<file path="config.mk">
export PLATFORM = sky130hd
export DESIGN_NAME = blc_ctrl
export DESIGN_NICKNAME = d
export VERILOG_FILES = /design/src/rtl/blc_pkg.sv /design/src/rtl/blc_hz_edge.sv /design/src/rtl/blc_channel.sv /design/src/rtl/blc_ctrl.sv
export SDC_FILE = /design/constraint.sdc
export NUM_CORES = 1
export LEC_CHECK = 0
export BUFFER_PORTS_ARGS = -buffer_cell sky130_fd_sc_hd__buf_2
export CORE_MARGIN = 2
export CORE_UTILIZATION = 54
export DETAILED_ROUTE_END_ITERATION = 8
export PLACE_DENSITY = 0.68
export SYNTH_ARGS = -nofsm -noshare
export SYNTH_HDL_FRONTEND = slang
export SYNTH_SLANG_ARGS = --single-unit
</file>
<file path="constraint.sdc">
create_clock -name clk -period 8.1 [get_ports clk]
set_clock_uncertainty 0.15 [all_clocks]
set_input_delay 1.62 -clock clk [delete_from_list [all_inputs] [get_ports clk]]
set_output_delay 1.62 -clock clk [all_outputs]
set_load 0.01 [all_outputs]
</file>
<file path="src/rtl/blc_pkg.sv">
package blc_pkg;

  typedef enum logic [1:0] {
    CLAMP_PRIMARY  = 2'd0,
    CLAMP_CD_LOW   = 2'd1,
    CLAMP_CD_RAISE = 2'd2
  } clamp_mode_e;

  typedef enum logic [1:0] {
    DEC_IDLE   = 2'd0,
    DEC_SINK   = 2'd1,
    DEC_SOURCE = 2'd2
  } clamp_dec_e;

  // Unused select code falls back to the primaries setting.
  function automatic clamp_mode_e decode_mode(input logic [1:0] sel);
    case (sel)
      2'b01:   return CLAMP_CD_LOW;
      2'b10:   return CLAMP_CD_RAISE;
      default: return CLAMP_PRIMARY;
    endcase
  endfunction

  // Targets as fractions of full scale: 1/16, 1/4 or 1/2.
  function automatic int unsigned target_code(input clamp_mode_e m,
                                              input int unsigned ch,
                                              input int unsigned code_w);
    int unsigned sixteenth;
    int unsigned quarter;
    int unsigned half;
    sixteenth = 32'd1 << (code_w - 4);
    quarter   = 32'd1 << (code_w - 2);
    half      = 32'd1 << (code_w - 1);
    if (m == CLAMP_PRIMARY) return sixteenth;
    if (ch != 0) return half;
    return (m == CLAMP_CD_RAISE) ? quarter : sixteenth;
  endfunction

endpackage

</file>
<file path="src/rtl/blc_hz_edge.sv">
module blc_hz_edge (
  input  logic clk,
  input  logic rst_n,
  input  logic hz_i,
  output logic rise_o,
  output logic fall_o
);
  logic hz_q;

  always_ff @(posedge clk) begin
    if (!rst_n) hz_q <= 1'b0;
    else        hz_q <= hz_i;
  end

  assign rise_o = hz_i & ~hz_q;
  assign fall_o = ~hz_i & hz_q;
endmodule

</file>
<file path="src/rtl/blc_channel.sv">
module blc_channel
  import blc_pkg::*;
#(
  parameter int CODE_W = 8,
  parameter int ACC_W  = 20
) (
  input  logic              clk,
  input  logic              rst_n,
  input  logic              hz_i,
  input  logic              rise_i,
  input  logic              fall_i,
  input  logic [CODE_W-1:0] code_i,
  input  logic [CODE_W-1:0] tgt_i,
  output logic              sink_o,
  output logic              source_o,
  output logic              acc_pos_o,
  output logic              acc_neg_o
);
  localparam int EXT_W = ACC_W - CODE_W;
  localparam logic signed [ACC_W-1:0] ACC_MAX = {1'b0, {(ACC_W-1){1'b1}}};
  localparam logic signed [ACC_W-1:0] ACC_MIN = {1'b1, {(ACC_W-1){1'b0}}};

  logic signed [CODE_W:0]  diff_w;
  logic signed [ACC_W-1:0] acc_q;
  clamp_dec_e              dec_q;

  // Sum of accumulator and sign-extended difference, clipped to the limits.
  function automatic logic signed [ACC_W-1:0] sat_add(
      input logic signed [ACC_W-1:0] a,
      input logic signed [CODE_W:0]  d);
    logic signed [ACC_W:0] s;
    s = $signed({a[ACC_W-1], a}) + $signed({{EXT_W{d[CODE_W]}}, d});
    if (s[ACC_W] != s[ACC_W-1]) return s[ACC_W] ? ACC_MIN : ACC_MAX;
    return s[ACC_W-1:0];
  endfunction

  assign diff_w = $signed({1'b0, code_i}) - $signed({1'b0, tgt_i});

  always_ff @(posedge clk) begin
    if (!rst_n)      acc_q <= '0;
    else if (rise_i) acc_q <= sat_add('0, diff_w);
    else if (hz_i)   acc_q <= sat_add(acc_q, diff_w);
  end

  assign acc_neg_o = acc_q[ACC_W-1];
  assign acc_pos_o = !acc_q[ACC_W-1] && (acc_q != '0);

  always_ff @(posedge clk) begin
    if (!rst_n)      dec_q <= DEC_IDLE;
    else if (rise_i) dec_q <= DEC_IDLE;
    else if (fall_i) dec_q <= acc_pos_o ? DEC_SINK :
                              (acc_neg_o ? DEC_SOURCE : DEC_IDLE);
  end

  assign sink_o   = (dec_q == DEC_SINK);
  assign source_o = (dec_q == DEC_SOURCE);
endmodule

</file>
<file path="src/rtl/blc_ctrl.sv">
module blc_ctrl
  import blc_pkg::*;
#(
  parameter int NCH    = 3,
  parameter int CODE_W = 8,
  parameter int ACC_W  = 20
) (
  input  logic                  clk,
  input  logic                  rst_n,
  input  logic                  hz_i,
  input  logic [1:0]            mode_i,
  input  logic [NCH*CODE_W-1:0] code_i,
  output logic [NCH-1:0]        sink_o,
  output logic [NCH-1:0]        source_o
);
  logic           rise_w;
  logic           fall_w;
  logic [NCH-1:0] acc_pos_w;
  logic [NCH-1:0] acc_neg_w;
  clamp_mode_e    mode_w;

  assign mode_w = decode_mode(mode_i);

  blc_hz_edge u_edge (
    .clk    (clk),
    .rst_n  (rst_n),
    .hz_i   (hz_i),
    .rise_o (rise_w),
    .fall_o (fall_w)
  );

  for (genvar g = 0; g < NCH; g++) begin : g_ch
    logic [CODE_W-1:0] tgt_w;
    assign tgt_w = CODE_W'(target_code(mode_w, g, CODE_W));

    blc_channel #(.CODE_W(CODE_W), .ACC_W(ACC_W)) u_ch (
      .clk       (clk),
      .rst_n     (rst_n),
      .hz_i      (hz_i),
      .rise_i    (rise_w),
      .fall_i    (fall_w),
      .code_i    (code_i[g*CODE_W +: CODE_W]),
      .tgt_i     (tgt_w),
      .sink_o    (sink_o[g]),
      .source_o  (source_o[g]),
      .acc_pos_o (acc_pos_w[g]),
      .acc_neg_o (acc_neg_w[g])
    );
  end
endmodule

</file>
==> results of run 1 <==
==> synthesized netlist by cell type (3+ instances only) <==
library cell	number
a21oi_1	80
o21ai_0	70
dfxtp_1	67
ha_1	67
nand2_1	65
nor2_1	45
inv_1	39
nor3_1	31
xnor2_1	28
nor2b_1	23
clkbuf_1	22
a21o_1	21
xor2_1	21
nand3_1	19
nor4_1	19
a22oi_1	15
a211oi_1	14
a31oi_1	13
nand2b_1	12
a2111oi_0	11
and3_1	11
o211ai_1	10
o22ai_1	10
buf_4	8
or3_1	8
a21boi_0	7
o21a_1	7
o31ai_1	7
buf_2	6
and2_1	5
a31o_2	4
nand4_1	4
o21bai_1	4
a221oi_1	3
fa_1	3
mux2i_1	3
nand3b_1	3
o221ai_1	3
or2_2	3
==> power breakdown <==
part / internal (mW) / total [mW] / switching (mW) / leakage (nW)
clock: 0.300 / 0.458 / 0.158 / 0.165
combinational: 0.202 / 0.496 / 0.293 / 2.30
sequential: 0.359 / 0.388 / 0.0293 / 0.549
total: 0.861 / 1.34 / 0.481 / 3.01
==> metrics by stage <==
step	cell area, sq um	hold WS (ps)
finish	7000	337
global route	7000	363
CTS	7000	338
detailed placement	6660	328
global placement	6660	321
floorplan	6450	301
==> critical path: cells and delay by family <==
kind | cells | cell delay (ps)
AOI/OAI and AO/OA | 7 | 2090
adders and majority gates | 3 | 1010
buffers and inverters | 3 | 390
and+or+nand+nor | 4 | 750
==> final cells by class <==
| class | count | area, sq um |
|---|---|---|
| multi-input cells | 695 | 4780 |
| fillers | 1072 | 4520 |
| flip-flops and latches | 67 | 1340 |
| clock buffers | 9 | 225 |
| repair buffers | 39 | 208 |
| well taps | 143 | 179 |
| inverters | 39 | 146 |
| clock inverters | 7 | 116 |
==> path summary, 6_finish.rpt <==
kind | startpoint | to | slack, ps
setup / recovery | mode_i[0] | g_ch[1].u_ch.acc_q[0] | 2310
hold / removal | g_ch[0].u_ch.acc_q[3] | g_ch[0].u_ch.acc_q[3] | 340
setup reg to reg | g_ch[0].u_ch.acc_q[0] | g_ch[0].u_ch.acc_q[5] | 4430
hold reg to reg | g_ch[0].u_ch.acc_q[3] | g_ch[0].u_ch.acc_q[3] | 340
==> cells by family after synthesis <==
| logic type | after synthesis |
|---|---|
| muxes | 5 |
| AOI/OAI and AO/OA | 310 |
| DFF | 67 |
| adders and majority gates | 72 |
| buffers and inverters | 77 |
| xor gates and xnor gates | 49 |
| and+or+nand+nor | 259 |
==> flip-flops by register name, indices dropped and copies added (netlist names) <==
| name | flops |
|---|---|
| g_ch.u_ch.acc_q | 60 |
| g_ch.u_ch.dec_q | 6 |
| u_edge.hz_q | 1 |
==> layout by cell type, fill, tap and decap left out, types with 8 or more instances in the layout <==
| cell type | Yosys | routed |
|---|---|---|
| a2111oi_0 | 11 | 11 |
| a211oi_1 | 14 | 14 |
| a21o_1 | 21 | 21 |
| a21oi_1 | 80 | 80 |
| a22oi_1 | 15 | 15 |
| a31oi_1 | 13 | 13 |
| and3_1 | 11 | 11 |
| buf_2 | 6 | 34 |
| clkbuf_16 | 0 | 9 |
| dfxtp_1 | 67 | 67 |
| ha_1 | 67 | 67 |
| inv_1 | 39 | 39 |
| nand2_1 | 65 | 65 |
| nand2b_1 | 12 | 12 |
| nand3_1 | 19 | 19 |
| nor2_1 | 45 | 43 |
| nor2b_1 | 23 | 23 |
| nor3_1 | 31 | 31 |
| nor4_1 | 19 | 19 |
| o211ai_1 | 10 | 10 |
| o21ai_0 | 70 | 70 |
| o22ai_1 | 10 | 10 |
| or3_1 | 8 | 8 |
| xnor2_1 | 28 | 28 |
| xor2_1 | 21 | 21 |
==> per-layer routing <==
metal  part of all wire, %  vias to the layer above  wire (microns)
met5                     0                        -               0
met4                   3.3                        0             597
met3                   4.1                       54             738
met2                    47                      197            8440
met1                    46                     3060            8210
li1                      -                     3174               -
==> impl_results.md, run 1 <==
* Vias in the first global route at 6,233
* Max FO, Critical Path at 21
* Xor/xnor share of the synthesized area at 6.65%
* Top FF cell, synth: dfxtp_1
* Critical Path RT at 8170 ps
* Clock root cell: clkbuf_16
* Largest family of logic cells by synthesized area: compound AO/OA/AOI/OAI gates
* Core Util, Final at 60.8%
* Outcome: complete, no violations
* Final Critical Period at 5790 ps
* Initial antenna violation count at 0
* Total global routing overflow at 0
* Total routed wirelength at 18,000 microns
* Worst Hold Depth at 2
* CP Class: in -> reg
* Die area at 12,800 sq um
* Top cell type's share of synthesized area at 20.8%
* Max Fclk at 0.173 GHz
* Cell Pwr Density at 192 nW/um^2
* Final worst path period share at 71.5%
* Top cell type by total area after synthesis: dfxtp_1
* Slew headroom at 34.2%
* Max Root-Sink Buffers at 2
* Total vias in the final route at 6,485
* CP max stage cell: o32a_1
* CP startpoint kind: input pin
* Post-route insts no fill at 999
* EDFF count, synth at 0
* M2 GR Usage at 47.6%
* Grt met1 use at 36.4%
* Diode count at 0
* Die Y at 113 microns
* Dpl hpwl at 13,100 microns
* Yosys reg bits at 67
* Setup TNS at 0 ps
* Ys async rst share at 0%
* Post-route ant nets at 0
* Max Slew Vio Count at 0
* Synth area leaders: dfxtp_1, ha_1, a21oi_1
* Post-Syn Nets at 938
* H-tree depth at 3
* Avg Cell Area, Syn at 7.69 sq um
* Initial DRC count at 477
* Most Used Layer, Global Route: met2
* Post-Synth Simple-Gate Area at 20.5%
* Maxcap violations at 0
* Clock transition at the registers of the reported paths at 60 ps
* Setup violations, final at 0
* Adder-cell area share of the yosys netlist at 14.2%
* Tightest Hold Check Type: reg -> reg
* Number of top-level pins at 35
* Core ar. at 11,500 sq um
* Cells on worst reg2reg path at 11
* Tot GR Track Use at 28.3%
* CP arrival at 5860 ps
* Core Rows at 39
* Drt wl/cell at 18.0 microns
* Vias per cell at 6.49
* M3 GR Usage at 3.54%
* Num CTS Buffers at 9
* CP peak stage delay at 530 ps
* Share of layout cells above drive strength 1 at 9.46%
* # placed instances at 983
* Overall power at 1.34 mW
* CP Capture Type: flip-flop
* Synth Instances at 839
* Gpl congestion at 0.950
* First-pass GRT wire length at 29,800 microns
* Worst-Margin Slew at 985 ps
* Fin. Hold Viols at 0
* CTS Sinks at 67
* Post-CTS Setup Bufs at 0
* Leakage Power at 3.01 nW
* Width of the die at 113 microns
* DRC Markers at 0
* Clock Latency Late Sink at 350 ps
* CTS tree: built
* Yosys warns at 0
* Netlist cell types at 77
* Final WS setup at 2310 ps
* Starting density of the core at 56.0%
* Worst path cell trace: buf_2 -> inv_1 -> ha_1 -> nor2b_1 -> ha_1 -> nand2b_1 -> o21a_1 -> a21oi_1 -> buf_4 -> ha_1 -> a21oi_1 -> o21ai_0 -> a311oi_1 -> o32a_1 -> nand2_1 -> a211oi_1 -> nor3_1
* Place WS at 2080 ps
* PortBufs at 34
* Mux contribution to synthesized area at 0.873%
* Nets at 950
* Synthesis-to-finish area growth at 8.45%
* Pre-Repair DR Iteration Count at 5
* CP most frequent cell: ha_1
* Post-Syn Area at 6450 sq um
* Post-CTS sizing at 0
* Post-synthesis sequential area ratio at 20.8%
* Peak supply drop at 98.9 uV
* Post-synthesis compound-gate area fraction at 31.8%
* Cts hold-fix bufs at 0
* RSZ-0062 raised after global routing: false
* Largest net degree at the start of global routing at 32
No activity file was read; power rests on OpenSTA's default activity.
==> inputs of run 2 (changes only) <==
==> constraint.sdc (replaced) <==
create_clock -name clk -period 5.9 [get_ports clk]
set_clock_uncertainty 0.15 [all_clocks]
set_input_delay 1.18 -clock clk [delete_from_list [all_inputs] [get_ports clk]]
set_output_delay 1.18 -clock clk [all_outputs]
set_load 0.01 [all_outputs]
==> run 2 against run 1 <==
Net effect:
- first-iteration DRC count down 2.9%
- critical endpoint unchanged
- die area unchanged
- combinational power up 38%
- cell area down 0.72%
- clock power up 12%
- sequential cell count unchanged
- power up 29%
- sequential power up 37%
- core utilization down 0.43 points
- cell count up 0.30%
- via count about the same
==> impl_results.md, run 2 (synthesis gave the netlist of run 1 again) <==
* Outcome: complete, no violations (unchanged)
* Final worst path period share at 90.7%
* Tot GR Track Use at 28.9% (was 28.3%)
* CP Class: in -> reg (unchanged)
* Reg with most FFs: g_ch.u_ch.acc_q (unchanged)
* Cell Pwr Density at 249 nW/um^2 (was 192 nW/um^2)
* Share of layout cells above drive strength 1 at 9.20% (was 9.46%)
* Tightest Hold Check Type: reg -> reg (unchanged)
* Critical Path Stages at 18 (was 17)
* Commonest cells after routing, fill and taps aside: a21oi_1, o21ai_0, ha_1, dfxtp_1, nand2_1 (unchanged)
* Peak supply drop at 161 uV (was 98.9 uV)
* Leakage Power at 3.00 nW (was 3.01 nW)
* Width of the die at 113 microns (unchanged)
* Cts hold-fix bufs at 0 (unchanged)
* Fin. Hold Viols at 0 (unchanged)
* CTS tree: built (unchanged)
* Gpl congestion at 0.953 (was 0.950)
* Total global routing overflow at 0 (unchanged)
* Largest regs: g_ch.u_ch.acc_q (60), g_ch.u_ch.dec_q (6), u_edge.hz_q (1) (unchanged)
* Vias in the first global route at 6,187 (was 6,233)
* Synthesis-to-finish area growth at 7.68% (was 8.45%)
* Number of top-level pins at 35 (unchanged)
* Worst Hold Depth at 2 (unchanged)
* Total routed wirelength at 18,400 microns (was 18,000 microns)
* CP startpoint kind: input pin (unchanged)
* Die area at 12,800 sq um (unchanged)
* Nets at 953 (was 950)
* Post-route ant nets at 0 (unchanged)
* Final Critical Period at 5350 ps
* Largest net degree at the start of global routing at 32 (unchanged)
* CP Capture Type: flip-flop (unchanged)
* CP most frequent cell: ha_1 (unchanged)
* RSZ-0062 raised after global routing: false (unchanged)
* Clock transition at the registers of the reported paths at 60 ps (about the same)
* Clock root cell: clkbuf_16 (unchanged)
* Dpl hpwl at 13,400 microns (was 13,100 microns)
* Clock Latency Late Sink at 340 ps (was 350 ps)
* First-pass GRT wire length at 30,300 microns (was 29,800 microns)
* PortBufs at 34 (unchanged)
* Max Fclk at 0.187 GHz
* Initial antenna violation count at 0 (unchanged)
* CTS Sinks at 67 (unchanged)
* Drt wl/cell at 18.3 microns (was 18.0 microns)
* Die Y at 113 microns (unchanged)
* Most common cell after layout, fill and taps aside: a21oi_1 (unchanged)
* Maxcap violations at 0 (unchanged)
* Sequential fraction of design power at 30.7% (was 28.9%)
* Pre-Repair DR Iteration Count at 7 (was 5)
* Cells on worst reg2reg path at 11 (unchanged)
* CP peak stage delay at 480 ps (was 530 ps)
* Total vias in the final route at 6,490 (was 6,485)
* H-tree depth at 3 (unchanged)
* Worst-Margin Slew at 1100 ps (was 985 ps)
* Sw frac at 37.6% (was 35.8%)
* Max Root-Sink Buffers at 2 (unchanged)
* Starting density of the core at 56.0% (unchanged)
* Initial DRC count at 463 (was 477)
* Post-DP Area at 6670 sq um (was 6660 sq um)
* Num CTS Buffers at 9 (unchanged)
* Overall power at 1.73 mW (was 1.34 mW)
* Setup TNS at 0 ps (unchanged)
* Max FO, Critical Path at 21 (unchanged)
* CP arrival at 5380 ps (was 5860 ps)
* Post-CTS sizing at 0 (unchanged)
* Clk pwr share at 29.6% (was 34.1%)
* Setup violations, final at 0 (unchanged)
* CP max stage cell: ha_1 (was o32a_1)
* Delay-heaviest family, CP: compound AO/OA/AOI/OAI gates (unchanged)
* Max Slew Vio Count at 0 (unchanged)
* Worst path cell trace: buf_2 -> inv_1 -> ha_1 -> nor2b_1 -> ha_1 -> nand2b_1 -> o21a_1 -> a21oi_1 -> buf_4 -> ha_1 -> and3_4 -> and2_4 -> a221o_1 -> o211a_1 -> o211ai_4 -> nand2_1 -> a211oi_1 -> nor3_1 (was buf_2 -> inv_1 -> ha_1 -> nor2b_1 -> ha_1 -> nand2b_1 -> o21a_1 -> a21oi_1 -> buf_4 -> ha_1 -> a21oi_1 -> o21ai_0 -> a311oi_1 -> o32a_1 -> nand2_1 -> a211oi_1 -> nor3_1)
* Core ar. at 11,500 sq um (unchanged)
* Hold WS at 338 ps (was 337 ps)
* Core Rows at 39 (unchanged)
* Vias per cell at 6.48 (was 6.49)
* Post-CTS Setup Bufs at 0 (unchanged)
* Buffer and inverter count on the worst path at 3 (unchanged)
* DRC Markers at 0 (unchanged)
* Slew headroom at 26.9% (was 34.2%)
* Critical Path RT at 5920 ps (was 8170 ps)
* Final Cell Area at 6950 sq um (was 7000 sq um)
* Combinational share of power at 39.7% (was 36.9%)
* Internal at 1.08 mW (was 0.861 mW)
* Diode count at 0 (unchanged)
* Sw power at 0.650 mW (was 0.481 mW)
* Max reg flops at 60 (unchanged)
## run 2: cell types whose count changed in the layout (fill, tap and decap cells not counted), sizes merged
cell | before | now
bufinv | 3 | 0
clkinv | 3 | 2
clkinvlp | 1 | 0
clkbuf | 9 | 14
buf | 39 | 42
## run 2: power by group through the flow
stage | Sequential, mW | Combinational, mW | Clock (mW)
global route | 0.535 | 0.759 | 0.537
detailed placement | 0.539 | 0.669 | 0
global placement | 0.539 | 0.655 | 0
CTS | 0.530 | 0.674 | 0.518
finish | 0.531 | 0.686 | 0.511
floorplan | 0.526 | 0.530 | 0
## run 2: cell type report
class	count	area [sq um]
Multi-Input combinational cell	695	4780
Inverter	39	146
Sequential cell	67	1340
Fill cell	1091	4570
Tap cell	143	179
Clock inverter	2	10.0
Timing Repair Buffer	42	230
Clock buffer	14	264
## run 2: worst min-delay path, delay by kind of cell, from the launching register on
family,cells,cell delay [ps]
AND/OR/NAND/NOR,1,50
flip-flops,1,320
AO/OA/AOI/OAI,1,60
## run 2: layer usage
metal  track usage (%)  vias to the layer above  wire length, microns
met2              50.1                      191                  8800
met3              5.57                       38                   851
met1              36.2                     3072                  8310
met5                 0                        -                     0
met4              9.19                        0                   404
li1                  -                     3189                     -
## run 2: worst paths after layout
check | from | slack [ps] | to
max | mode_i[0] | 550 | g_ch[1].u_ch.acc_q[0]
min | g_ch[2].u_ch.acc_q[0] | 340 | g_ch[2].u_ch.acc_q[0]
max reg2reg | g_ch[0].u_ch.acc_q[0] | 2270 | g_ch[0].u_ch.acc_q[10]
min reg2reg | g_ch[2].u_ch.acc_q[0] | 340 | g_ch[2].u_ch.acc_q[0]
## run 2: stage by stage
step | worst slack (ps) | util (%) | cells
floorplan | 156 | - | 839
finish | 547 | 60.3 | 1002
detailed placement | 252 | 58.0 | 986
global placement | 405 | 58.0 | 986
global route | 275 | 60.3 | 1002
CTS | 608 | 60.3 | 1002
